--- config.mk ---
export PLATFORM = sky130hd
export DESIGN_NAME = rst_clk_seq
export DESIGN_NICKNAME = d
export VERILOG_FILES = /design/src/rtl/rcs_pkg.sv /design/src/rtl/rcs_sync.sv /design/src/rtl/rcs_datapath.sv /design/src/rtl/rcs_control.sv /design/src/rtl/rst_clk_seq.sv
export SDC_FILE = /design/constraint.sdc
export NUM_CORES = 1
export LEC_CHECK = 0
export ABC_CLOCK_PERIOD_IN_PS = 1300
export BUFFER_PORTS_ARGS = -buffer_cell sky130_fd_sc_hd__buf_2
export CAP_MARGIN = 30
export CORE_MARGIN = 5
export CORE_UTILIZATION = 35
export CTS_BUF_LIST = sky130_fd_sc_hd__clkbuf_4
export DETAILED_ROUTE_END_ITERATION = 8
export SLEW_MARGIN = 15
export SYNTH_ARGS = -nofsm -noshare
export SYNTH_HDL_FRONTEND = slang
export SYNTH_SLANG_ARGS = --single-unit
--- constraint.sdc ---
create_clock -name clk -period 1.3 [get_ports clk]
set_input_delay 0.065 -clock clk [delete_from_list [all_inputs] [get_ports clk]]
set_output_delay 0.065 -clock clk [all_outputs]
set_load 0.02 [all_outputs]
--- src/rtl/rcs_pkg.sv ---
package rcs_pkg;

  typedef enum logic [2:0] {
    ST_CHECK   = 3'd0,
    ST_LVR     = 3'd1,
    ST_EXT     = 3'd2,
    ST_STRETCH = 3'd3,
    ST_RUN     = 3'd4
  } seqState_t;

  // control -> datapath strobes
  typedef struct packed {
    logic runCheck;
    logic runStretch;
    logic selOsc;
    logic selSelf;
    logic setLvr;
    logic setExt;
  } seqStrobe_t;

  // datapath -> control status
  typedef struct packed {
    logic extValid;
    logic extHigh;
    logic oscActive;
    logic checkPass;
    logic checkTimeout;
    logic stretchDone;
    logic clkIsOsc;
  } seqStatus_t;

  localparam int FLAG_POR = 0;
  localparam int FLAG_LVR = 1;
  localparam int FLAG_EXT = 2;
  localparam int FLAG_N   = 3;

endpackage

--- src/rtl/rcs_sync.sv ---
module rcs_sync #(
  parameter int STAGES = 2
) (
  input  logic clk,
  input  logic arstIn,
  input  logic dIn,
  output logic qOut
);

  logic [STAGES-1:0] chain;

  always_ff @(posedge clk or posedge arstIn) begin
    if (arstIn) begin
      chain <= '0;
    end else begin
      chain[0] <= dIn;
      for (int i = 1; i < STAGES; i++) begin
        chain[i] <= chain[i-1];
      end
    end
  end

  assign qOut = chain[STAGES-1];

endmodule

--- src/rtl/rcs_datapath.sv ---
module rcs_datapath
  import rcs_pkg::*;
#(
  parameter int SYNC_STAGES    = 2,
  parameter int EXT_MIN_CYCLES = 2,
  parameter int STRETCH_CYCLES = 192,
  parameter int GOOD_EDGES     = 16,
  parameter int GAP_WINDOW     = 8,
  parameter int CQ_TIMEOUT     = 1000
) (
  input  logic              clk,
  input  logic              porIn,
  input  logic              extPinIn,
  input  logic              oscToggleIn,
  input  logic [FLAG_N-1:0] flagClrIn,
  input  seqStrobe_t        strb,
  output seqStatus_t        stat,
  output logic              clkSelOscOut,
  output logic [FLAG_N-1:0] flagsOut
);

  localparam int EXT_W  = $clog2(EXT_MIN_CYCLES + 2);
  localparam int STR_W  = $clog2(STRETCH_CYCLES + 1);
  localparam int EDGE_W = $clog2(GOOD_EDGES + 1);
  localparam int GAP_W  = $clog2(GAP_WINDOW + 1);
  localparam int TO_W   = $clog2(CQ_TIMEOUT + 1);

  localparam logic [EXT_W-1:0]  EXT_LIMIT  = EXT_W'(EXT_MIN_CYCLES + 1);
  localparam logic [STR_W-1:0]  STR_LAST   = STR_W'(STRETCH_CYCLES - 1);
  localparam logic [EDGE_W-1:0] EDGE_GOAL  = EDGE_W'(GOOD_EDGES);
  localparam logic [GAP_W-1:0]  GAP_LIMIT  = GAP_W'(GAP_WINDOW);
  localparam logic [TO_W-1:0]   TO_LIMIT   = TO_W'(CQ_TIMEOUT);

  // synchronizers
  logic pinSync;
  logic oscSync;
  logic oscSyncQ;

  rcs_sync #(.STAGES(SYNC_STAGES)) u_pinSync (
    .clk(clk), .arstIn(porIn), .dIn(extPinIn), .qOut(pinSync)
  );

  rcs_sync #(.STAGES(SYNC_STAGES)) u_oscSync (
    .clk(clk), .arstIn(porIn), .dIn(oscToggleIn), .qOut(oscSync)
  );

  // pin pulse-width counter
  logic [EXT_W-1:0] extCnt;

  always_ff @(posedge clk or posedge porIn) begin
    if (porIn) begin
      extCnt <= '0;
    end else if (!pinSync) begin
      extCnt <= '0;
    end else if (extCnt != EXT_LIMIT) begin
      extCnt <= extCnt + 1'b1;
    end
  end

  // oscillator edge and gap tracking
  logic              oscEdge;
  logic [GAP_W-1:0]  gapCnt;
  logic              gapExpired;

  always_ff @(posedge clk or posedge porIn) begin
    if (porIn) begin
      oscSyncQ <= 1'b0;
    end else begin
      oscSyncQ <= oscSync;
    end
  end

  assign oscEdge    = oscSync ^ oscSyncQ;
  assign gapExpired = (gapCnt == GAP_LIMIT);

  always_ff @(posedge clk or posedge porIn) begin
    if (porIn) begin
      gapCnt <= GAP_LIMIT;
    end else if (oscEdge) begin
      gapCnt <= '0;
    end else if (!gapExpired) begin
      gapCnt <= gapCnt + 1'b1;
    end
  end

  // quality check counters
  logic [EDGE_W-1:0] edgeCnt;
  logic [TO_W-1:0]   toCnt;

  always_ff @(posedge clk or posedge porIn) begin
    if (porIn) begin
      edgeCnt <= '0;
    end else if (!strb.runCheck) begin
      edgeCnt <= '0;
    end else if (oscEdge) begin
      if (gapExpired) begin
        edgeCnt <= EDGE_W'(1);
      end else if (edgeCnt != EDGE_GOAL) begin
        edgeCnt <= edgeCnt + 1'b1;
      end
    end else if (gapExpired) begin
      edgeCnt <= '0;
    end
  end

  always_ff @(posedge clk or posedge porIn) begin
    if (porIn) begin
      toCnt <= '0;
    end else if (!strb.runCheck) begin
      toCnt <= '0;
    end else if (toCnt != TO_LIMIT) begin
      toCnt <= toCnt + 1'b1;
    end
  end

  // reset stretch counter
  logic [STR_W-1:0] stCnt;

  always_ff @(posedge clk or posedge porIn) begin
    if (porIn) begin
      stCnt <= '0;
    end else if (!strb.runStretch) begin
      stCnt <= '0;
    end else if (stCnt != STR_LAST) begin
      stCnt <= stCnt + 1'b1;
    end
  end

  // clock select and sticky flags
  logic              clkSelQ;
  logic [FLAG_N-1:0] flagsQ;
  logic [FLAG_N-1:0] flagSet;

  always_ff @(posedge clk or posedge porIn) begin
    if (porIn) begin
      clkSelQ <= 1'b0;
    end else if (strb.selSelf) begin
      clkSelQ <= 1'b0;
    end else if (strb.selOsc) begin
      clkSelQ <= 1'b1;
    end
  end

  always_comb begin
    flagSet           = '0;
    flagSet[FLAG_LVR] = strb.setLvr;
    flagSet[FLAG_EXT] = strb.setExt;
  end

  always_ff @(posedge clk or posedge porIn) begin
    if (porIn) begin
      flagsQ           <= '0;
      flagsQ[FLAG_POR] <= 1'b1;
    end else begin
      flagsQ <= (flagsQ & ~flagClrIn) | flagSet;
    end
  end

  assign stat.extValid     = (extCnt == EXT_LIMIT);
  assign stat.extHigh      = pinSync;
  assign stat.oscActive    = !gapExpired;
  assign stat.checkPass    = (edgeCnt == EDGE_GOAL);
  assign stat.checkTimeout = (toCnt == TO_LIMIT);
  assign stat.stretchDone  = (stCnt == STR_LAST);
  assign stat.clkIsOsc     = clkSelQ;

  assign clkSelOscOut = clkSelQ;
  assign flagsOut     = flagsQ;

  // a flag only drops after a clear pulse on its bit
  p_flag_w1c_r8: assert property (@(posedge clk) disable iff (porIn)
    (~flagsQ & $past(flagsQ) & ~$past(flagClrIn)) == '0);

  // oscillator selected only after a passing check
  p_osc_needs_pass_r4: assert property (@(posedge clk) disable iff (porIn)
    $rose(clkSelQ) |-> ($past(stat.checkPass) && $past(strb.runCheck)));

  // pulse-width counter needs a synchronized high level to grow
  p_ext_width_r1: assert property (@(posedge clk) disable iff (porIn)
    (extCnt != '0) |-> $past(pinSync));

endmodule

--- src/rtl/rcs_control.sv ---
module rcs_control
  import rcs_pkg::*;
(
  input  logic       clk,
  input  logic       porIn,
  input  logic       lvrIn,
  input  seqStatus_t stat,
  output seqStrobe_t strb,
  output logic       coreRstOut
);

  seqState_t stateQ;
  seqState_t stateD;

  always_ff @(posedge clk or posedge porIn) begin
    if (porIn) begin
      stateQ <= ST_CHECK;
    end else begin
      stateQ <= stateD;
    end
  end

  always_comb begin
    stateD          = stateQ;
    strb            = '0;
    strb.runCheck   = (stateQ == ST_CHECK);
    strb.runStretch = (stateQ == ST_STRETCH);
    if (lvrIn) begin
      stateD       = ST_LVR;
      strb.setLvr  = 1'b1;
      strb.selSelf = 1'b1;
    end else if (stat.extValid) begin
      stateD      = ST_EXT;
      strb.setExt = 1'b1;
    end else begin
      unique case (stateQ)
        ST_LVR: stateD = ST_CHECK;
        ST_CHECK: begin
          if (stat.checkPass) begin
            stateD      = ST_STRETCH;
            strb.selOsc = 1'b1;
          end else if (stat.checkTimeout) begin
            stateD       = ST_STRETCH;
            strb.selSelf = 1'b1;
          end
        end
        ST_EXT: begin
          if (!stat.extHigh) begin
            stateD = (stat.oscActive || !stat.clkIsOsc) ? ST_STRETCH : ST_CHECK;
          end
        end
        ST_STRETCH: begin
          if (stat.stretchDone) stateD = ST_RUN;
        end
        ST_RUN: stateD = ST_RUN;
        default: stateD = ST_CHECK;
      endcase
    end
  end

  assign coreRstOut = (stateQ != ST_RUN);

  // the core is only released at the end of a stretch
  p_release_from_stretch_r2: assert property (@(posedge clk) disable iff (porIn)
    $rose(stateQ == ST_RUN) |-> ($past(stateQ) == ST_STRETCH && $past(stat.stretchDone)));

  // low-voltage level holds the core in reset
  p_lvr_hold_r9: assert property (@(posedge clk) disable iff (porIn)
    lvrIn |=> (stateQ == ST_LVR));

  // external reset only entered from a qualified pulse
  p_ext_entry_r1: assert property (@(posedge clk) disable iff (porIn)
    $rose(stateQ == ST_EXT) |-> $past(stat.extValid));

  // with the self clock selected an external reset skips the check
  p_self_sticky_r10: assert property (@(posedge clk) disable iff (porIn)
    (stateQ == ST_EXT && !stat.extHigh && !stat.extValid && !lvrIn && !stat.clkIsOsc)
      |=> (stateQ == ST_STRETCH));

endmodule

--- src/rtl/rst_clk_seq.sv ---
module rst_clk_seq
  import rcs_pkg::*;
#(
  parameter int SYNC_STAGES    = 2,
  parameter int EXT_MIN_CYCLES = 2,
  parameter int STRETCH_CYCLES = 192,
  parameter int GOOD_EDGES     = 16,
  parameter int GAP_WINDOW     = 8,
  parameter int CQ_TIMEOUT     = 1000
) (
  input  logic       clk,
  input  logic       porIn,
  input  logic       lvrIn,
  input  logic       extPinIn,
  input  logic       oscToggleIn,
  input  logic [2:0] flagClrIn,
  output logic       coreRstOut,
  output logic       clkSelOscOut,
  output logic [2:0] flagsOut
);

  seqStrobe_t strb;
  seqStatus_t stat;

  rcs_control u_control (
    .clk        (clk),
    .porIn      (porIn),
    .lvrIn      (lvrIn),
    .stat       (stat),
    .strb       (strb),
    .coreRstOut (coreRstOut)
  );

  rcs_datapath #(
    .SYNC_STAGES    (SYNC_STAGES),
    .EXT_MIN_CYCLES (EXT_MIN_CYCLES),
    .STRETCH_CYCLES (STRETCH_CYCLES),
    .GOOD_EDGES     (GOOD_EDGES),
    .GAP_WINDOW     (GAP_WINDOW),
    .CQ_TIMEOUT     (CQ_TIMEOUT)
  ) u_datapath (
    .clk          (clk),
    .porIn        (porIn),
    .extPinIn     (extPinIn),
    .oscToggleIn  (oscToggleIn),
    .flagClrIn    (flagClrIn),
    .strb         (strb),
    .stat         (stat),
    .clkSelOscOut (clkSelOscOut),
    .flagsOut     (flagsOut)
  );

endmodule

**After elaboration in Yosys (flattened, before gate mapping)**

Cells that the tools add are included.

- Output and inout port bits: 5
- Input port bits: 8
- Register bits: 41
- Logic and storage cells: 82

- Reduce and logical (&&, ||, !) cells: 7
- Mux-type cells: 33
- Add/subtract/negate cells: 5
- Equality and inequality tests: 22
- Bitwise logic cells: 4

Operator list:

| kind | number |
|---|---|
| two-way mux 5 bit | 5 |
| two-way mux 10 bit | 2 |
| two-way mux 3 bit | 6 |
| two-way mux 8 bit | 2 |
| one-hot mux 3 bit (4 select lines) | 1 |
| adder 10 x 1 -> 10 bit, second input constant | 1 |
| == test 10 bit, second input constant | 1 |
| two-way mux 1 bit | 10 |
| two-way mux 2 bit | 5 |
| != test 10 bit, second input constant | 1 |
| != test 5 bit, second input constant | 2 |
| != test 3 bit, second input constant | 3 |
| adder 8 x 1 -> 8 bit, second input constant | 1 |
| == test 8 bit, second input constant | 1 |
| two-way mux 4 bit | 2 |
| != test 4 bit, second input constant | 2 |
| != test 8 bit, second input constant | 1 |
| == test 3 x 2 -> 1 bit, second input constant | 2 |
| != test 2 bit, second input constant | 3 |
| adder 5 x 1 -> 5 bit, second input constant | 1 |
| == test 5 bit, second input constant | 1 |
| adder 4 x 1 -> 4 bit, second input constant | 1 |
| == test 4 bit, second input constant | 1 |
| != test 2 x 1 -> 1 bit, second input constant | 2 |
| other kinds (13) | 14 |

**Depth between registers and ports, before layout**

Gate-level depths: netlist of the first run.

- Depth after elaboration: 8
- Mapped depth: 6
- Depth with buffers taken out: 6

**Cells and area by module**

From an unflattened synthesis of the first run, not the netlist that was laid out.

- Cell total of the unflattened synthesis: 204
- Area total of the unflattened synthesis: 2,112.0 sq um

Modules (own cells, without submodules):

| module | area each (sq um) | seq. area each (sq um) | cells each | instances |
|---|---|---|---|---|
| rcs_datapath | 1,770.4 | 853.3 | 171 | 1 |
| rcs_control | 234.0 | 75.1 | 27 | 1 |
| rcs_sync | 53.8 | 50.0 | 3 | 2 |

**Least setup slack after synthesis of the first run**

No wires, ideal clock.

- Kind: register to register
- From: reg u_datapath.toCnt[0]
- To: reg u_datapath.clkSelQ, in the netlist u_datapath.clkSelOscOut
- Data required time: 1,170 ps
- Path buffers: 0
- Cell stages (with the launch flop): 7
- Period minus slack after synthesis: 1,419 ps
- Arrival: 1,289 ps
- Slack: -119 ps
- Setup time: 130 ps
- Cell sequence: dfrtp_1 -> inv_1 -> ha_1 -> nor4bb_1 -> nand3_2 -> o31ai_1 -> a21oi_1

- Cells in the longest elaborated chain, start to end: 7
- Elaborated cells between the ends (all ways): 8
- Classes of those cells: eq/ne: 1; mux: 6; reduce/logical: 1

RTL lines:

| item | line | text |
|---|---|---|
| start, declared | rcs_datapath.sv:88 | `logic [TO_W-1:0] toCnt;` |
| start signal, assigned | rcs_datapath.sv:112 | `toCnt <= toCnt + 1'b1;` |
| == test 10 bit (*) | rcs_datapath.sv:163 | `assign stat.checkTimeout = (toCnt == TO_LIMIT);` |
| two-way mux 1 bit (*) | rcs_control.sv:42 | `end else if (stat.checkTimeout) begin` |
| two-way mux 1 bit (*) | rcs_control.sv:39 | `if (stat.checkPass) begin` |
| two-way mux 2 bit (*) | rcs_control.sv:36 | `unique case (stateQ)` |
| two-way mux 2 bit (*) | rcs_control.sv:32 | `end else if (stat.extValid) begin` |
| two-way mux 1 bit (*) | rcs_control.sv:28 | `if (lvrIn) begin` |
| two-way mux 1 bit / nonzero test 2 bit (equally long branches) | -- |  |
| end signal, assigned | rcs_datapath.sv:136 | `clkSelQ <= 1'b0;` |
| end signal, assigned | rcs_datapath.sv:138 | `clkSelQ <= 1'b0;` |
| end signal, assigned | rcs_datapath.sv:140 | `clkSelQ <= 1'b1;` |
| end, declared | rcs_datapath.sv:130 | `logic clkSelQ;` |

Every way passes the cells marked *; elsewhere a longest branch is shown, timed or not.
A chain may end at the register's enable or synchronous reset.

**Worst setup path after layout of the first run**

- From: reg u_datapath.toCnt[0]
- To: reg u_datapath.toCnt[1]

- Cells in the longest elaborated chain, start to end: 3
- Elaborated cells between the ends (all ways): 5
- Classes of those cells: add/sub: 1; eq/ne: 2; mux: 2

RTL lines:

| item | line | text |
|---|---|---|
| adder 10 x 1 -> 10 bit | rcs_datapath.sv:112 |  |
| two-way mux 10 bit | rcs_datapath.sv:111 | `end else if (toCnt != TO_LIMIT) begin` |
| two-way mux 10 bit | rcs_datapath.sv:109 | `end else if (!strb.runCheck) begin` |

Parallel ways exist; a longest one is shown, timed or not. The select of a mux whose other input is x is not followed.

==> results of run 1 <==
-- metrics by stage --
stage | cell area, µm² | utilization, % | TNS [ns] | hold WS (ns) | instances
floorplan | 1980 | - | -0.157 | 0.0964 | 186
global placement | 2370 | 43.2 | -0.295 | 0.138 | 299
detailed placement | 2370 | 43.2 | -0.613 | 0.145 | 299
CTS | 2640 | 48.1 | -0.691 | 0.302 | 322
global route | 2790 | 50.9 | -2.15 | 0.329 | 324
finish | 2790 | 50.9 | -0.702 | 0.304 | 324
-- logic make-up (layout without fill, tap and decap cells) --
family | Yosys count | in the layout | share of synthesized area (%)
and+or+nand+nor | 80 | 80 | 22.2
adders and majority gates | 8 | 8 | 5.11
AOI/OAI and AO/OA | 21 | 21 | 7.03
xor gates and xnor gates | 18 | 18 | 8.05
muxes | 5 | 5 | 2.56
buffers and inverters | 13 | 79 | 2.56
DFF | 41 | 41 | 52.5
-- worst paths after layout --
kind                                                from                       endpoint  slack, ns  cells past startpoint
max                                  u_datapath.toCnt[0]            u_datapath.toCnt[1]      -0.12                      7
min                                                porIn            u_datapath.stCnt[2]       0.30                      4
max reg2reg                          u_datapath.toCnt[0]            u_datapath.toCnt[1]      -0.12                      7
min reg2reg                u_datapath.u_pinSync.chain[0]  u_datapath.u_pinSync.chain[1]       0.36                      0
max in group asynchronous                          porIn         u_datapath.flagsOut[0]       0.72                      4
min in group clk           u_datapath.u_pinSync.chain[0]  u_datapath.u_pinSync.chain[1]       0.36                      0
-- Yosys cell counts, types with 2 or more instances --
library cell and count:
dfstp_2 2, nand4_1 3, nor4bb_1 2, o21ai_0 3, nor3_1 4, a21oi_1 5
and3b_1 2, mux2i_1 5, nor2b_1 2, nand2_1 11, dfrtp_1 39, and2_1 2
ha_1 8, nand3_1 8, a211oi_1 2, xnor2_1 5, nor2_1 29, a31oi_1 3
nand2b_1 2, xor2_1 13, and4_1 2, nand3b_1 4, inv_1 10, clkbuf_1 2
-- cell type report --
| type | count | area [µm²] |
|---|---|---|
| clock buffer | 5 | 37.5 |
| sequential | 41 | 1030 |
| timing repair buffer | 61 | 479 |
| multi-input combinational | 132 | 1100 |
| clock inverter | 3 | 12.5 |
| tap | 72 | 90.1 |
| inverter | 10 | 37.5 |
| fill | 509 | 2690 |
-- worst max-delay path, cell delays in order (launching register included) --
cell and delay [ns]:
dfrtp_1 0.39, inv_1 0.05, ha_1 0.14, nor4bb_4 0.19, nand3_2 0.16, buf_4 0.17
mux2i_1 0.14, nor2_1 0.07
-- power by group --
group / internal (mW) / total, mW / switching, mW
combinational: 0.368 / 0.716 / 0.347
clock: 0.196 / 0.601 / 0.404
sequential: 1.36 / 1.41 / 0.0502
total: 1.92 / 2.72 / 0.802
-- routing by layer --
metal  track usage [%]  vias up  part of all wire, %
met3              2.75        5                  2.9
met1              14.2      722                   47
li1                  -      771                    -
met5                 0        -                    0
met2              19.4       18                   49
met4              3.45        0                 0.94
-- registers in the layout, indices dropped and copies added, names as in the netlist --
signal and cells:
u_control.stateQ 3, u_datapath.clkSelOscOut 1, u_datapath.edgeCnt 5, u_datapath.extCnt 2, u_datapath.flagsOut 3, u_datapath.gapCnt 4
u_datapath.oscSyncQ 1, u_datapath.stCnt 8, u_datapath.toCnt 10, u_datapath.u_oscSync.chain 2, u_datapath.u_pinSync.chain 2
-- what timing repair did --
action,CTS,global route
setup endpoints to repair,17,30
endpoints found under the hold margin,49,0
pin swaps,9,15
hold buffers,7,0
resized for setup,19,29
setup buffers,8,3
==> impl_results.md, run 1 <==
* Lkg Pwr at 1.24 nW
* Final net count at roughly 270
* Routed WL at ~3900 µm
* Peak supply drop at between 0.5 and 0.6 mV
* DR pass1 iterations at 4
* Final Max Tran Viols at 0
* Total power at 2.72 mW
* Clock Tree Buf Depth at 2
* Starting DRT DRC Count at 76
* Clock Skew at 0.00909 ns
* Worst-Skew Late Latency at about 0.34 ns
* Largest net degree at the start of global routing at 42
* Total CTS buffers at 5
* Critical Path Sink Type: flip-flop
* Initial Utilization at 35.8%
* RD Place Congestion at 0.784
* Crit path max fanout at 5
* WP data required at between 1.5 and 2 ns
* F_max at ~700 MHz
* Synth cell types at 42
* Clock Sink Count at between 40 and 50
* Via count at between 1500 and 2000
* Antenna violations before repair at 0
* Port bufs at 12
* Mean routed wirelength per cell at approximately 12 µm
* Period utilization at 109%
* CTS root buf: clkbuf_4
* Number of diodes at 0
* Worst slew pin tran at roughly 0.38 ns
* DR DRC count at 0
* Final antenna-violating net count at 0
* Rel. slew slack at about 74%
* Final setup margin at -0.122 ns
* Grt ovf at 0
* Primary FF master, synth: dfrtp_1
* First-pass GRT wire length at 6670 µm
* FP Rows at 27
* Arrival @ worst endpoint at 1.65 ns
* Final min period at between 1 and 1.5 ns
* Worst slack, placed at -0.141 ns
* Synthesized flop and latch total at 41
* PwrDens at 978 nW/µm²
* Post-Syn Area at slightly below 2000 µm²
* Sequential area share after synthesis at between 50% and 60%
* Leading area contributor after synthesis: dfrtp_1
* Post-synth EDFFs at 0
* Violated checks: setup timing
* Clock transition at path regs at ~0.12 ns
* # setup viols final at 10
* Total core area at around 5500 µm²
* H-tree Lvls at 2
* Critical path class: flip-flop to flip-flop
* Synth area leaders: dfrtp_1, xor2_1, nor2_1, ha_1, dfstp_2
* Most frequent cells in the layout: dfrtp_1, buf_4, nor2_1
* Die Y at approximately 85 µm
* Via-to-Cell Ratio at about 4.7
* CTS tree: done
* Outcome: finished, violations left
* Hold Path Class: input pin to asynchronous set/reset pin
* Max Cap Violations at 0
* Gr usage total at a little under an eighth
* Vias in the first global route at between 1500 and 2000
* Synth warnings at 0
* Share of post-route cells with drive strength above 1 at roughly 40%
* Most common cell after layout, fill and taps aside: dfrtp_1
* Chip width at 84.8 µm
* Nature of the critical path startpoint: flip-flop
* Boundary pin count at 13
* Synth top area share at between 40% and 50%
* Synth async-reset ratio at between 90% and 100%
* Mapped Avg Cell Area at approximately 11 µm²
* Cells after synthesis at ~190
* RSZ-0062 raised after global routing: yes
* Die ar. at between 7000 and 8000 µm²
* Final hold vios at 0
* Synthesized net count at just over 200
* Area Overhead vs Synth at 42.2%
* DP HPWL at about 2600 µm
Power figures use the tool's default switching activity.
==> run 2, diff against run 1 <==
--- a/config.mk
+++ b/config.mk
@@ -9,7 +9,7 @@
 export BUFFER_PORTS_ARGS = -buffer_cell sky130_fd_sc_hd__buf_2
 export CAP_MARGIN = 30
 export CORE_MARGIN = 5
-export CORE_UTILIZATION = 35
+export CORE_UTILIZATION = 40
 export CTS_BUF_LIST = sky130_fd_sc_hd__clkbuf_4
 export DETAILED_ROUTE_END_ITERATION = 8
 export SLEW_MARGIN = 15
==> constraint.sdc (replaced) <==
create_clock -name clk -period 1.3 [get_ports clk]
set_input_delay 0.39 -clock clk [delete_from_list [all_inputs] [get_ports clk]]
set_output_delay 0.39 -clock clk [all_outputs]
set_load 0.02 [all_outputs]
==> run 2 against run 1 <==
  * The flow still finishes with violations (setup timing)
  * Via count decreased by 0.40%
  * Setup slack got worse by 0.27 ns
  * First-iteration DRC count decreased by 11%
  * Power increased by 10%
  * Count of clock-buffer cells in the layout unchanged
  * Worst hold slack got worse by 0.29 ns
  * Non-clock buffer count increased by 2
  * Sequential share of layout area decreased by 1.0 points
==> impl_results.md, run 2 (synthesis gave the netlist of run 1 again) <==
* Most frequent cells in the layout: buf_4, dfrtp_1, nor2_1 (was dfrtp_1, buf_4, nor2_1)
* DP HPWL at 2580 µm (was 2560 µm)
* Total power at 3.00 mW (was 2.72 mW)
* Grt ovf at 0 (unchanged)
* Routed WL at 4180 µm (was 3940 µm)
* Port bufs at 12 (unchanged)
* Delay-heaviest family, CP: flip-flops (was simple AND/OR/NAND/NOR gates)
* Final min period at 1.69 ns (was 1.42 ns)
* Final setup margin at -0.391 ns (was -0.122 ns)
* Total core area at 4720 µm² (was 5470 µm²)
* Die ar. at 6390 µm² (was 7190 µm²)
* Gr usage total at 13.8% (was 11.4%)
* Die Y at 80.0 µm (was 84.8 µm)
* CP max stage delay at 0.41 ns (was 0.39 ns)
* Worst-Skew Late Latency at 0.35 ns (was 0.34 ns)
* F_max at 592 MHz (was 703 MHz)
* Vias in the first global route at 1549 (was 1506)
* Clock transition at path regs at 0.14 ns (was 0.12 ns)
* CTS root buf: clkbuf_4 (unchanged)
* PwrDens at 1050 nW/µm² (was 978 nW/µm²)
* Mean routed wirelength per cell at 13.0 µm (was 12.1 µm)
* RD Place Congestion at 0.768 (was 0.784)
* DR DRC count at 0 (unchanged)
* Final Max Tran Viols at 0 (unchanged)
* Violated checks: setup timing (unchanged)
* Top flop regs: u_datapath.toCnt: 10 flops, u_datapath.stCnt: 8 flops, u_datapath.edgeCnt: 5 flops (unchanged)
* Final hold vios at 0 (unchanged)
* Clock Skew at 0.0163 ns (was 0.00909 ns)
* Final net count at 269 (was 267)
* Min Hold Slack at 0.0120 ns (was 0.304 ns)
* Rel. slew slack at 72.8% (was 74.4%)
* Largest net degree at the start of global routing at 20 (was 42)
* Final antenna-violating net count at 0 (unchanged)
* Outcome: finished, violations left (unchanged)
* Antenna violations before repair at 0 (unchanged)
* Max Cap Violations at 0 (unchanged)
* Period utilization at 130% (was 109%)
* Most flop-heavy register: u_datapath.toCnt (unchanged)
* Critical path class: flip-flop to output port (was flip-flop to flip-flop)
* Crit path buf inv count at 1 (was 2)
* Peak supply drop at 0.825 mV (was 0.585 mV)
* Initial Utilization at 41.5% (was 35.8%)
* FP Rows at 25 (was 27)
* WP data required at 0.91 ns (was 1.53 ns)
* Area Overhead vs Synth at 46.2% (was 42.2%)
* Clock Sink Count at 41 (unchanged)
* Crit path max fanout at 2 (was 5)
* Slowest CP cell: dfrtp_1 (unchanged)
* Max reg flops at 10 (unchanged)
* CP Cell Sequence: or3b_4, buf_6 (was inv_1, ha_1, nor4bb_4, nand3_2, buf_4, mux2i_1, nor2_1)
* Share of post-route cells with drive strength above 1 at 46.1% (was 40.5%)
* Lkg Pwr at 1.28 nW (was 1.24 nW)
* Hold Path Class: input pin to asynchronous set/reset pin (unchanged)
* Worst slew pin tran at 0.407 ns (was 0.384 ns)
* DR pass1 iterations at 4 (unchanged)
* Via count at 1510 (was 1516)
* Fin Setup TNS at -1.94 ns (was -0.702 ns)
* Chip width at 80.0 µm (was 84.8 µm)
* Via-to-Cell Ratio at 4.70 (was 4.68)
* Critical Path Sink Type: output port (was flip-flop)
* RSZ-0062 raised after global routing: yes (unchanged)
* CTS tree: done (unchanged)
* First-pass GRT wire length at 6970 µm (was 6670 µm)
* Total CTS buffers at 5 (unchanged)
* Boundary pin count at 13 (unchanged)
* Number of diodes at 0 (unchanged)
* Starting DRT DRC Count at 68 (was 76)
* CTS Hold Bufs at 0 (was 7)
* Arrival @ worst endpoint at 1.30 ns (was 1.65 ns)
* Clock Tree Buf Depth at 2 (unchanged)
* Nature of the critical path startpoint: flip-flop (unchanged)
* Most common cell after layout, fill and taps aside: buf_4 (was dfrtp_1)
* H-tree Lvls at 2 (unchanged)
* # setup viols final at 24 (was 10)
run 2: changes by cell type in the layout (fill, tap and decap cells not counted), sizes merged:
| cell | change |
|---|---|
| bufinv | +1 |
| clkinv | -2 |
| buf | +8 |
| inv | -1 |
| dlygate4sd3 | -7 |
| clkinvlp | +2 |
| clkbuf | +1 |
run 2: cell type report:
class                      instances  area [µm²]
clock inverter                     3        46.3
multi-input combinational        132        1080
clock buffer                       5        37.5
timing repair buffer              63         542
fill                             376        1860
tap                               67        83.8
sequential                        41        1030
inverter                          10        41.3
run 2: path summary, 6_finish.rpt:
kind	startpoint	slack [ns]	endpoint	cells past startpoint
min in group clk	extPinIn	0.13	u_datapath.u_pinSync.chain[0]	1
max in group asynchronous	porIn	0.86	u_datapath.toCnt[4]	3
worst min register to register	u_datapath.u_oscSync.chain[0]	0.36	u_datapath.u_oscSync.chain[1]	0
worst min-delay path	porIn	0.01	u_datapath.stCnt[0]	2
worst max register to register	u_datapath.toCnt[0]	-0.20	u_control.stateQ[0]	7
worst max-delay path	u_control.stateQ[1]	-0.39	coreRstOut	2
run 2: worst reg2reg max path, cell delays in order, from the launching register on:
cell,delay [ns]
dfrtp_1,0.41
inv_1,0.06
ha_2,0.17
nor4bb_4,0.25
nand3_4,0.18
buf_6,0.16
nand3_2,0.07
a41o_1,0.15
run 2: what timing repair did:
| item | 4_1_cts | 5_1_grt |
|---|---|---|
| setup buffers | 9 | 8 |
| cloned | 0 | 1 |
| resized for setup | 30 | 31 |
| setup endpoints to repair | 22 | 33 |
| pin swaps | 14 | 20 |
run 2: metal layers:
metal	wire length, µm	GRT usage, %	vias to the layer above
met1	1950	17.8	723
met3	95	3.16	4
met4	25	3.55	0
li1	-	-	768
met5	0	0	-
met2	2100	23.4	15
run 2: per-stage QoR:
stage / worst slack (ns) / util [%] / instances / instance area (µm²)
after floorplan: -0.0763 / - / 186 / 1980
after global placement: -0.122 / 50.3 / 295 / 2370
after detailed placement: -0.144 / 50.3 / 295 / 2370
after CTS: -0.401 / 56.1 / 312 / 2650
after global routing: -0.454 / 60.6 / 321 / 2860
final: -0.391 / 60.6 / 321 / 2860
run 2: report_power, final:
| part | total, mW | internal (mW) | switching, mW |
|---|---|---|---|
| Sequential | 1.41 | 1.36 | 0.0556 |
| Clock | 0.849 | 0.407 | 0.442 |
| Combinational | 0.734 | 0.388 | 0.346 |
| Total | 3.00 | 2.15 | 0.844 |
